<file path="src/rtl/awc_pkg.sv">
package awc_pkg;
  // Strobes passed from control to datapath each cycle.
  typedef struct packed {
    logic sampleGo;  // qualified result on a monitored channel
    logic condWe;    // condition vector load (busy guard applied)
    logic clrWe;     // status clear write
  } awcStrobes_t;

  localparam logic COND_ADDR = 1'b0;
  localparam logic CLR_ADDR  = 1'b1;
endpackage

</file>
<file path="src/rtl/awc_ctrl.sv">
module awc_ctrl
  import awc_pkg::*;
#(
  parameter int NUM_CH = 16,
  parameter logic [NUM_CH-1:0] MON_MASK = 16'h081F,
  localparam int CH_W = $clog2(NUM_CH)
) (
  input  logic            resValid,
  input  logic [CH_W-1:0] resCh,
  input  logic            convBusy,
  input  logic            regWrEn,
  input  logic            regAddr,
  output awcStrobes_t     strobes
);
  logic chMonitored;

  always_comb begin
    chMonitored      = MON_MASK[resCh];
    strobes.sampleGo = resValid && chMonitored;
    strobes.condWe   = regWrEn && (regAddr == COND_ADDR) && !convBusy;
    strobes.clrWe    = regWrEn && (regAddr == CLR_ADDR);
  end
endmodule

</file>
<file path="src/rtl/awc_datapath.sv">
module awc_datapath
  import awc_pkg::*;
#(
  parameter int DATA_W = 12,
  parameter int NUM_CH = 16,
  parameter logic [NUM_CH-1:0] MON_MASK = 16'h081F,
  localparam int CH_W = $clog2(NUM_CH)
) (
  input  logic              clk,
  input  logic              rstN,
  input  awcStrobes_t       strobes,
  input  logic [CH_W-1:0]   resCh,
  input  logic [DATA_W-1:0] resData,
  input  logic [DATA_W-1:0] ref0,
  input  logic [DATA_W-1:0] ref1,
  input  logic              winEn,
  input  logic [NUM_CH-1:0] wrData,
  output logic [NUM_CH-1:0] condSel,
  output logic [NUM_CH-1:0] status,
  output logic              cmpEvent
);
  logic belowRef0, aboveRef0, belowRef1, aboveRef1;
  logic condBit, matchRaw, hit;

  // Strict magnitude tests shared by both modes.
  always_comb begin
    belowRef0 = resData < ref0;
    aboveRef0 = resData > ref0;
    belowRef1 = resData < ref1;
    aboveRef1 = resData > ref1;
    condBit   = condSel[resCh];
    if (winEn) begin
      matchRaw = condBit ? (aboveRef0 && belowRef1) : (belowRef0 || aboveRef1);
    end else begin
      matchRaw = condBit ? aboveRef0 : belowRef0;
    end
    hit = strobes.sampleGo && matchRaw;
  end

  for (genvar i = 0; i < NUM_CH; i++) begin : gCh
    if (MON_MASK[i]) begin : gMon
      logic condQ;
      logic flagQ;
      logic setI, clrI;

      always_comb begin
        setI = hit && (resCh == CH_W'(i));
        clrI = strobes.clrWe && !wrData[i];
      end

      always_ff @(posedge clk) begin
        if (!rstN) begin
          condQ <= 1'b0;
        end else if (strobes.condWe) begin
          condQ <= wrData[i];
        end
      end

      always_ff @(posedge clk) begin
        if (!rstN) begin
          flagQ <= 1'b0;
        end else if (setI) begin
          flagQ <= 1'b1;
        end else if (clrI) begin
          flagQ <= 1'b0;
        end
      end

      assign condSel[i] = condQ;
      assign status[i]  = flagQ;
    end else begin : gRsv
      assign condSel[i] = 1'b0;
      assign status[i]  = 1'b0;
    end
  end

  always_ff @(posedge clk) begin
    if (!rstN) begin
      cmpEvent <= 1'b0;
    end else begin
      cmpEvent <= hit;
    end
  end
endmodule

</file>
<file path="src/rtl/adc_window_cmp.sv">
module adc_window_cmp
  import awc_pkg::*;
#(
  parameter int DATA_W = 12,
  parameter int NUM_CH = 16,
  parameter logic [NUM_CH-1:0] MON_MASK = 16'h081F,
  localparam int CH_W = $clog2(NUM_CH)
) (
  input  logic              clk,
  input  logic              rstN,
  input  logic              resValid,
  input  logic [CH_W-1:0]   resCh,
  input  logic [DATA_W-1:0] resData,
  input  logic [DATA_W-1:0] ref0,
  input  logic [DATA_W-1:0] ref1,
  input  logic              winEn,
  input  logic              convBusy,
  input  logic              regWrEn,
  input  logic              regAddr,
  input  logic [NUM_CH-1:0] regWrData,
  output logic [NUM_CH-1:0] condSel,
  output logic [NUM_CH-1:0] status,
  output logic              cmpEvent
);
  awcStrobes_t       strobes;
  logic [NUM_CH-1:0] wrMasked;

  assign wrMasked = regWrData & MON_MASK;

  awc_ctrl #(.NUM_CH(NUM_CH), .MON_MASK(MON_MASK)) uCtrl (
    .resValid (resValid),
    .resCh    (resCh),
    .convBusy (convBusy),
    .regWrEn  (regWrEn),
    .regAddr  (regAddr),
    .strobes  (strobes)
  );

  awc_datapath #(.DATA_W(DATA_W), .NUM_CH(NUM_CH), .MON_MASK(MON_MASK)) uDp (
    .clk      (clk),
    .rstN     (rstN),
    .strobes  (strobes),
    .resCh    (resCh),
    .resData  (resData),
    .ref0     (ref0),
    .ref1     (ref1),
    .winEn    (winEn),
    .wrData   (wrMasked),
    .condSel  (condSel),
    .status   (status),
    .cmpEvent (cmpEvent)
  );
endmodule

</file>
<file path="config.mk">
export PLATFORM = sky130hd
export DESIGN_NAME = adc_window_cmp
export DESIGN_NICKNAME = d
export VERILOG_FILES = /design/src/rtl/awc_pkg.sv /design/src/rtl/awc_ctrl.sv /design/src/rtl/awc_datapath.sv /design/src/rtl/adc_window_cmp.sv
export SDC_FILE = /design/constraint.sdc
export NUM_CORES = 1
export LEC_CHECK = 0
export BUFFER_PORTS_ARGS = -buffer_cell sky130_fd_sc_hd__clkbuf_2
export CAP_MARGIN = 0
export CORE_MARGIN = 4
export CORE_UTILIZATION = 46
export DETAILED_ROUTE_END_ITERATION = 10
export PLACE_DENSITY = 0.85
export SETUP_SLACK_MARGIN = 0.3
export SYNTH_ARGS = -nofsm -noshare
export SYNTH_HDL_FRONTEND = slang
export SYNTH_SLANG_ARGS = --single-unit
</file>
<file path="constraint.sdc">
create_clock -name clk -period 5.53 [get_ports clk]
set_input_delay 1.106 -clock clk [delete_from_list [all_inputs] [get_ports clk]]
set_output_delay 1.106 -clock clk [all_outputs]
set_load 0.02 [all_outputs]
</file>
# Word level (Yosys, flattened, before mapping)
# Memory sizes are Yosys's and may differ from the RTL's.
# Cells that the tools add are included.
# totals
reg_bits	13
latchBits	0
ram_bits	0
mem_bits_ro	16
in_bits	63
out_inout_bits	33
elab_cells	76
memories	1
# classes
n_addsub	0
multipliers	0
n_div	0
magnitude_cmp	5
eq_ne	5
n_shift	0
n_mux	18
bitwise_logic	1
reduce_logical	33
# memory_table
name	words	word_bits	read_ports	rd_clocked_by_memory_dff	write_ports	line	text
(name not given)	16	1	1	0	0	awc_ctrl.sv:18	chMonitored = MON_MASK[resCh];
# ops
operator	n
$gt 12x12->1	2
$lt 12x12->1	2
$logic_and 1x1->1	18
$mux 1	17
$reduce_bool 2->1	6
$eq 4x2->1 const B	2
$logic_not 1->1	7
$lt 4x5->1 const B	1
$bmux 1 s4	1
$eq 4x1->1 const B	1
$eq 4x3->1 const B	1
$eq 4x4->1 const B	1
$logic_not 4->1	1
$logic_or 1x1->1	1
$not 1->1	1

# Longest topological paths before layout
# Gate-level depths: netlist (run 1).
# logic_depth
word_depth	7
mapped_depth	9
ltp_nobuf	9

# Cells and area by module
# From an unflattened synthesis (run 1), not the netlist that was laid out.
# hier_totals
hier_cells	180
hier_area_um2	1506.4
# by_module_without_submodules
mod	n_inst	cells_each	area_per_inst_um2	seq_area_each_um2
awc_datapath	1	173	1456.4	260.2
awc_ctrl	1	6	46.3	0.0
adc_window_cmp	1	1	3.8	0.0

# Least setup slack after synthesis (run 1)
# No wires, ideal clock.
# synth_path
kind	input -> register
startpoint	input ref1[2]
endpoint	register uDp.gCh[0].gMon.flagQ
setup_ps	125
t_arrival_ps	2595
required_ps	5405
path_slack_ps	2810
path_stages	9
n_path_buf	0
path_cell_list	inv_1 ha_1 o21ai_1 a21oi_1 o21a_1 o41ai_4 o21ai_1 a22oi_4 o21ai_1
# synth_via
elab_chain_cells	7
elab_cells_between_ends	10
cone_classes	2 x order compare; 3 x mux; 5 x reduce/logical
# synth_rtl
element	line	text
start: declaration	adc_window_cmp.sv:15	input logic [DATA_W-1:0] ref1,
$gt 12x12->1 or $lt 12x12->1 (tied branches)	awc_datapath.sv:30, awc_datapath.sv:29	
$logic_or 1x1->1 or $logic_and 1x1->1 (tied branches)	awc_datapath.sv:33	matchRaw = condBit ? (aboveRef0 && belowRef1) : (belowRef0 || aboveRef1);
$mux 1 *	awc_datapath.sv:33	
$mux 1 *	awc_datapath.sv:32	if (winEn) begin
$logic_and 1x1->1 *	awc_datapath.sv:37	hit = strobes.sampleGo && matchRaw;
$logic_and 1x1->1 *	awc_datapath.sv:47	setI = hit && (resCh == CH_W'(i));
$mux 1 or $reduce_bool 2->1 (tied branches)	--	
end signal: assignment	awc_datapath.sv:61	flagQ <= 1'b0;
end signal: assignment	awc_datapath.sv:63	flagQ <= 1'b1;
end signal: assignment	awc_datapath.sv:65	flagQ <= 1'b0;
end: declaration	awc_datapath.sv:43	logic flagQ;
# Every way passes the cells marked *; elsewhere a longest branch is shown, timed or not.
# A chain may end at the register's enable or synchronous reset.

# Worst setup path after layout (run 1)
# layout_path
startpoint	input resData[9]
endpoint	register uDp.gCh[1].gMon.flagQ
# layout_via
elab_chain_cells	7
elab_cells_between_ends	13
cone_classes	4 x order compare; 4 x mux; 5 x reduce/logical
# layout_rtl
element	line	text
start: declaration	adc_window_cmp.sv:13	input logic [DATA_W-1:0] resData,
$lt 12x12->1, or another cell as far along	awc_datapath.sv:27	belowRef0 = resData < ref0;
$logic_or 1x1->1 or $logic_and 1x1->1 (tied branches)	awc_datapath.sv:33	
$mux 1	awc_datapath.sv:33	
$mux 1 *	awc_datapath.sv:32	
$logic_and 1x1->1 *	awc_datapath.sv:37	
$logic_and 1x1->1 *	awc_datapath.sv:47	
$mux 1 or $reduce_bool 2->1 (tied branches)	--	
end signal: assignment	awc_datapath.sv:61	
end signal: assignment	awc_datapath.sv:63	
end signal: assignment	awc_datapath.sv:65	
end: declaration	awc_datapath.sv:43	
# Marks and branches as above.

==> out/results.tsv, run 1 <==
stage	metric	value	unit
global_route	grt_pass1_wl	5.04	mm
power_and_ir_drop	p_leak	0.943	nW
synthesis	synth_cell_types	33	
synthesis	yosysTopAreaCellShare	20.1	%
route	wl	3.16	mm
sta	final-setup-viol-count	0	
synthesis	synth_largest_area_cell	ha_1	
route	wl_per_cell	11.3	um
synthesis	synth_xor_area_share	0	%
global_route	grt_overflow	0	
critical_path	crit_family	compound AO/OA/AOI/OAI gates	
die	start_util	48.7	%
synthesis	netlist_area	1500	um2
clocking	post_cts_buffers	0	
critical_path	crit_type	in -> reg	
synthesis	synthTopCellsByArea	ha_1, dfxtp_1, buf_4, inv_1, mux2i_1	
route	drtIter0Drc	28	
global_route	met1_usage	15.8	%
synthesis	synthArstFlopShare	0	%
die	core	3080	um2
clocking	clk_latency	280	ps
status	status	complete, no violations	
synthesis	synth-edff-count	0	
global_route	grt_max_degree	14	
run	maxCapViolCount	0	
route	ant_nets	0	
place	port_buffers	65	
clocking	cts_resized	0	
global_route	use_met3	2.95	%
critical_path	start_kind	primary input	
clocking	numCtsBuffers	3	
synthesis	synth_compound_area_share	18.5	%
clocking	postCtsHoldBufs	0	
route	first_pass_iters	4	
finish	final_nets	323	
global_route	busiest_layer	met2	
route	via_per_inst	4.70	
finish	area_growth	15.6	%
critical_path	path_cells	clkbuf_2 -> ha_1 -> nand4_1 -> nor3_1 -> o21a_1 -> o41ai_4 -> o21ai_1 -> a22oi_4 -> o21ai_1	
route	via_count	1312	
clocking	clockBufferDepth	2	
sta	worst_slew_pin_slew	664	ps
sta	fin_skew	3.54	ps
sta	hold_viol	0	
sta	rsz0062_at_grt	false	
critical_path	path_max_fanout	7	
sta	finalCriticalPeriod	2650	ps
clocking	htree_levels	1	
critical_path	cp-end-kind	register	
sta	period_share	48.0	%
critical_path	crit_path_max_incr_delay	400	ps
critical_path	crit_required	5700	ps
synthesis	synth_simple_gate_area_share	15.7	%
die	num_rows	20	
synthesis	syn_inst	180	
clocking	tritoncts	yes	
sta	fmax	0.377	GHz
die	die_w	65.1	um
global_route	grt.met2_usage	28.2	%
route	remaining_drc_errors	0	
sta	tns	0	ps
finish	drive_above_1_share	32.3	%
synthesis	synth_seq_cells	13	
synthesis	synth_top_family_by_area	buffers and inverters	
global_route	track_usage	14.6	%
clocking	cts-root-buf	clkbuf_4	
die	fp.dieH	65.1	um
global_route	antenna_found_initial	0	
synthesis	yosysSeqAreaShare	17.4	%
critical_path	critPathSlowestCell	o41ai_4	
clocking	clock-sinks	13	
critical_path	critPathBufInv	1	
power_and_ir_drop	ir_drop	0.000120	V
place	routabilityCongestion	0.827	
critical_path	cp.arrival	2820	ps
critical_path	crit_path_frequent_cell	o21ai_1	
synthesis	syn_area_per_cell	8.32	um2
power_and_ir_drop	powerDensity	145	nW/um2
sta	hold_ws	482	ps
clocking	path_clk_slew	80	ps
synthesis	ys_warn_count	0	
die	fp.dieArea	4230	um2
synthesis	muxShareOfSynthArea	5.51	%
worst_hold_path	hold_path_class	reg -> reg	
synthesis	yosys.area_share.adder	20.1	%
finish	fillers	309	
sta	report.final.slew_viol_count	0	
synthesis	yosysMostFrequentCell	buf_4	
sta	maxSlewHeadroom	55.5	%
synthesis	synthFlopType	dfxtp_1	
global_route	grt_pass1_vias	1287	
finish	diodes	0	
synthesis	netlist_top_cells_count	buf_4, inv_1, ha_1, dfxtp_1	
die	io_pins	96	
place	hpwlAfterDp	2.83	mm
-- final cells by class --
class,instances,area [um2],share of cell area (%)
Tap cell,44,55.1,3.18
Clock buffer,4,26.3,1.52
Inverter,25,93.8,5.42
Timing Repair Buffer,65,325,18.8
Multi-Input combinational cell,128,971,56.1
Sequential cell,13,260,15.0
-- logic make-up after synthesis --
family                     after synthesis
buffers and inverters                   58
AOI/OAI and AO/OA                       36
adders and majority gates               24
other                                    1
and+or+nand+nor                         41
DFF                                     13
muxes                                    7
-- routing by layer --
layer  vias up  share of wire, %  wire length, um
li1        681                 -                -
met1       582                38             1210
met2        46                52             1640
met3         3               8.9              280
met4         0              0.89               28
met5         -                 0                0
-- tightest hold or removal path, cell delays in order, from the launching register on --
cell and delay (ps):
dfxtp_1 310, o211ai_1 70, o21ai_1 60
-- power breakdown --
| group | switching [mW] | leakage (nW) | internal (mW) |
|---|---|---|---|
| clock | 0.0301 | 0.0150 | 0.0280 |
| combinational | 0.0560 | 0.823 | 0.0398 |
| sequential | 0.00172 | 0.105 | 0.0961 |
-- path summary, 6_finish.rpt --
path / start / endpoint / slack [ps] / depth (start not counted)
max: resData[9] / uDp.gCh[1].gMon.flagQ / 2880 / 9
min: uDp.gCh[11].gMon.flagQ / uDp.gCh[11].gMon.flagQ / 480 / 2
max reg2reg: uDp.gCh[3].gMon.condQ / uDp.gCh[3].gMon.flagQ / 3760 / 5
min reg2reg: uDp.gCh[11].gMon.flagQ / uDp.gCh[11].gMon.flagQ / 480 / 2
-- layout by cell type, fill, tap and decap left out, drive strengths merged, types with 8 or more instances in the layout --
cell,count
nor2b,8
a21oi,10
nand2,10
o21ai,10
conb,20
clkbuf,69
ha,24
dfxtp,13
inv,25
-- per-stage QoR --
step / instance area [um2] / std cells / setup WS [ps] / util (%) / total power, mW
final: 1730 / 279 / 2880 / 56.3 / 0.252
after detailed placement: 1710 / 275 / 2580 / 55.4 / 0.196
after CTS: 1730 / 279 / 2870 / 56.3 / 0.253
after global routing: 1730 / 279 / 2750 / 56.3 / 0.270
after global placement: 1710 / 275 / 2590 / 55.4 / 0.194
after floorplan: 1570 / 199 / 2810 / - / 0.175
-- flip-flops by register name, indices dropped and copies added (netlist names) --
| signal | flops |
|---|---|
| uDp.gCh.gMon.flagQ | 6 |
| uDp.gCh.gMon.condQ | 6 |
| uDp.cmpEvent | 1 |
(Power assumes the default switching activity.)
==> run 2: changes to the inputs <==
ABC_AREA = 1   (was not set)
CORE_UTILIZATION = 44   (was 46)
PLACE_DENSITY = 0.8   (was 0.85)
clock period = 2.5 ns   (was 5.53 ns; I/O delays follow)
==> run 2 against run 1 <==
Non-clock buffer count stayed put. Total power is 130% higher. Worst hold slack worse by 18 ps. Clock skew is 1.4 ps lower. Die area is 10% higher. Sequential share of layout area is 0.81 points lower. Register-to-register slack worse by 2700 ps. Routed wire length is 2.9% higher. Synthesized area is 6.7% higher. Final cell count is 24% higher.
==> out/results.tsv, run 2 <==
stage	metric	value	unit
status	status	complete, no violations	
power_and_ir_drop	p_sw_share	36.9	%
clocking	postCtsHoldBufs	0	
finish	final_nets	388	
synthesis	yosysTopAreaCellShare	18.8	%
global_route	antenna_found_initial	0	
clocking	clk_latency	270	ps
route	wl	3.25	mm
route	ant_nets	0	
synthesis	yosysMostFrequentCell	nand2_1	
place	port_buffers	65	
global_route	grt_pass1_vias	1311	
clocking	clock-sinks	13	
global_route	grt_max_degree	14	
critical_path	crit_required	2670	ps
die	num_rows	21	
worst_hold_path	hold_path_class	reg -> reg	
synthesis	synth_seq_cells	13	
die	io_pins	96	
power_and_ir_drop	clkPwrFrac	21.7	%
critical_path	crit_end	uDp.gCh[1].gMon.flagQ	
clocking	path_clk_slew	70	ps
finish	area_growth	14.6	%
finish	final_cell_mix	clkbuf_2, nand2_1, inv_1	
synthesis	synthFlopType	dfxtp_1	
finish	layout_commonest_cell	clkbuf_2	
clocking	post_cts_buffers	0	
finish	reg_top3	uDp.gCh.gMon.condQ x6, uDp.gCh.gMon.flagQ x6, uDp.cmpEvent x1	
route	remaining_drc_errors	0	
critical_path	start_kind	primary input	
route	via_count	1524	
route	via_per_inst	4.40	
global_route	track_usage	14.2	%
sta	hold_viol	0	
synthesis	syn_inst	246	
clocking	cts-root-buf	clkbuf_4	
die	start_util	46.8	%
run	maxCapViolCount	0	
place	routabilityCongestion	0.732	
critical_path	r2r_start	uDp.gCh[2].gMon.condQ	
synthesis	synth-edff-count	0	
finish	design_area	1830	um2
critical_path	reg2reg_to	uDp.gCh[1].gMon.flagQ	
finish	fillers	367	
finish	multi_input_area	973	um2
finish	diodes	0	
sta	rsz0062_at_grt	false	
finish	drive_above_1_share	26.3	%
place	postPlaceCellArea	1800	um2
route	wl_per_cell	9.40	um
sta	period_share	72.3	%
clocking	htree_levels	1	
sta	tns	0	ps
die	fp.dieArea	4660	um2
route	drtIter0Drc	22	
clocking	cts_resized	0	
place	hpwlAfterDp	2.92	mm
die	die_w	68.3	um
critical_path	crit_path_max_incr_delay	270	ps
critical_path	cp.arrival	1970	ps
synthesis	ys_warn_count	0	
finish	fin_util	53.6	%
critical_path	crit_start	ref0[11]	
power_and_ir_drop	ir_drop	0.000216	V
critical_path	r2r_slack	1070	ps
power_and_ir_drop	seqPwrFrac	37.5	%
global_route	grt_overflow	0	
critical_path	rr_worst_depth	10	
sta	report.final.slew_viol_count	0	
synthesis	netlist_area	1600	um2
critical_path	path_max_fanout	7	
power_and_ir_drop	p_int	366	uW
synthesis	yosysSeqAreaShare	16.3	%
power_and_ir_drop	powerDensity	317	nW/um2
critical_path	crit_type	in -> reg	
critical_path	path_cells	clkbuf_2 -> inv_1 -> ha_1 -> nand2_1 -> inv_2 -> nand2_1 -> nor2_1 -> nand2_1 -> nand3_2 -> inv_1 -> nor2_1 -> nand2_1 -> nand2_1 -> nand2_2 -> nand3_1 -> nand2_1	
clocking	numCtsBuffers	3	
sta	final-setup-viol-count	0	
power_and_ir_drop	p_comb_share	40.8	%
critical_path	critPathSlowestCell	ha_1	
sta	fmax	0.553	GHz
finish	register_area	260	um2
sta	fin_skew	2.18	ps
power_and_ir_drop	p_leak	1.16	nW
route	first_pass_iters	2	
clocking	clockBufferDepth	2	
power_and_ir_drop	total_power	580	uW
clocking	tritoncts	yes	
synthesis	synth_cell_types	25	
place	place_ws	414	ps
die	fp.dieH	68.3	um
power_and_ir_drop	switchingPower	214	uW
synthesis	netlist_top_cells_count	nand2_1, inv_1, buf_4, ha_1	
global_route	grt_pass1_wl	5.15	mm
sta	setup_ws	693	ps
synthesis	syn_area_per_cell	6.50	um2
synthesis	synthTopCellsByArea	ha_1, dfxtp_1, buf_4, nand2_1, inv_1	
sta	finalCriticalPeriod	1810	ps
synthesis	synth_largest_area_cell	ha_1	
die	core	3420	um2
critical_path	cp-end-kind	register	
synthesis	synthArstFlopShare	0	%
critical_path	crit_path_frequent_cell	nand2_1	
-- run 2: cell types whose count changed after synthesis, moves of 3 or more --
| cell | previous run | this run |
|---|---|---|
| inv_1 | 25 | 48 |
| o21ai_1 | 6 | 0 |
| nand4_1 | 5 | 2 |
| mux2i_1 | 6 | 0 |
| o21ai_0 | 4 | 9 |
| nand2_1 | 10 | 55 |
| nand3_1 | 2 | 10 |
| nand2_2 | 0 | 3 |
| a21oi_1 | 10 | 13 |
| nor2_1 | 7 | 13 |
| nor2b_1 | 8 | 0 |
-- run 2: power by group through the flow --
stage / logic (mW) / clock network, mW / registers, mW
floorplan: 0.189 / 0 / 0.222
global placement: 0.231 / 0 / 0.222
detailed placement: 0.237 / 0 / 0.223
CTS: 0.238 / 0.133 / 0.218
global route: 0.276 / 0.145 / 0.218
finish: 0.237 / 0.126 / 0.217
-- run 2: final cells by class --
class	instances	share of cell area, %
Multi-Input combinational cell	168	53.2
Timing Repair Buffer	65	17.8
Sequential cell	13	14.2
Inverter	50	10.3
Tap cell	46	3.14
Clock buffer	4	1.44
-- run 2: logic make-up (layout without fill, tap and decap cells) --
group,after synthesis,in the layout,synth area share (%)
AND/OR/NAND/NOR,90,90,24.0
buffers and inverters,84,119,27.3
AO/OA/AOI/OAI,34,34,13.5
adder cells (fa/ha/maj),24,24,18.8
flip-flops,13,13,16.3
other,1,20,0.235
-- run 2: how the worst min path moves through the flow --
stage	startpoint	to	slack [ps]	cells after the start
2_1_floorplan	uDp.gCh[2].gMon.condQ	uDp.gCh[2].gMon.condQ	430	2
3_3_place_gp	uDp.gCh[2].gMon.condQ	uDp.gCh[2].gMon.condQ	450	2
3_5_place_dp	uDp.gCh[2].gMon.condQ	uDp.gCh[2].gMon.condQ	450	2
4_1_cts	uDp.gCh[2].gMon.condQ	uDp.gCh[2].gMon.condQ	460	2
5_1_grt	uDp.gCh[3].gMon.condQ	uDp.gCh[3].gMon.condQ	500	2
6_report	uDp.gCh[2].gMon.condQ	uDp.gCh[2].gMon.condQ	460	2
-- run 2: worst max-delay path, delay by kind of cell --
kind | cells | cell delay (ps)
adders and majority gates | 1 | 270
buffers and inverters | 4 | 210
and+or+nand+nor | 11 | 980
-- run 2: metrics by stage --
step / hold slack, ps / cells
floorplan: 433 / 265
global placement: 445 / 342
detailed placement: 451 / 342
CTS: 462 / 346
global route: 497 / 346
finish: 464 / 346
-- run 2: routing by layer --
layer  track usage, %  vias up  share of wire, %
met5                0        -                 0
met3             3.28        2               7.6
met1             16.8      642                43
li1                 -      833                 -
met4             2.98        0              0.22
met2             25.8       47                49
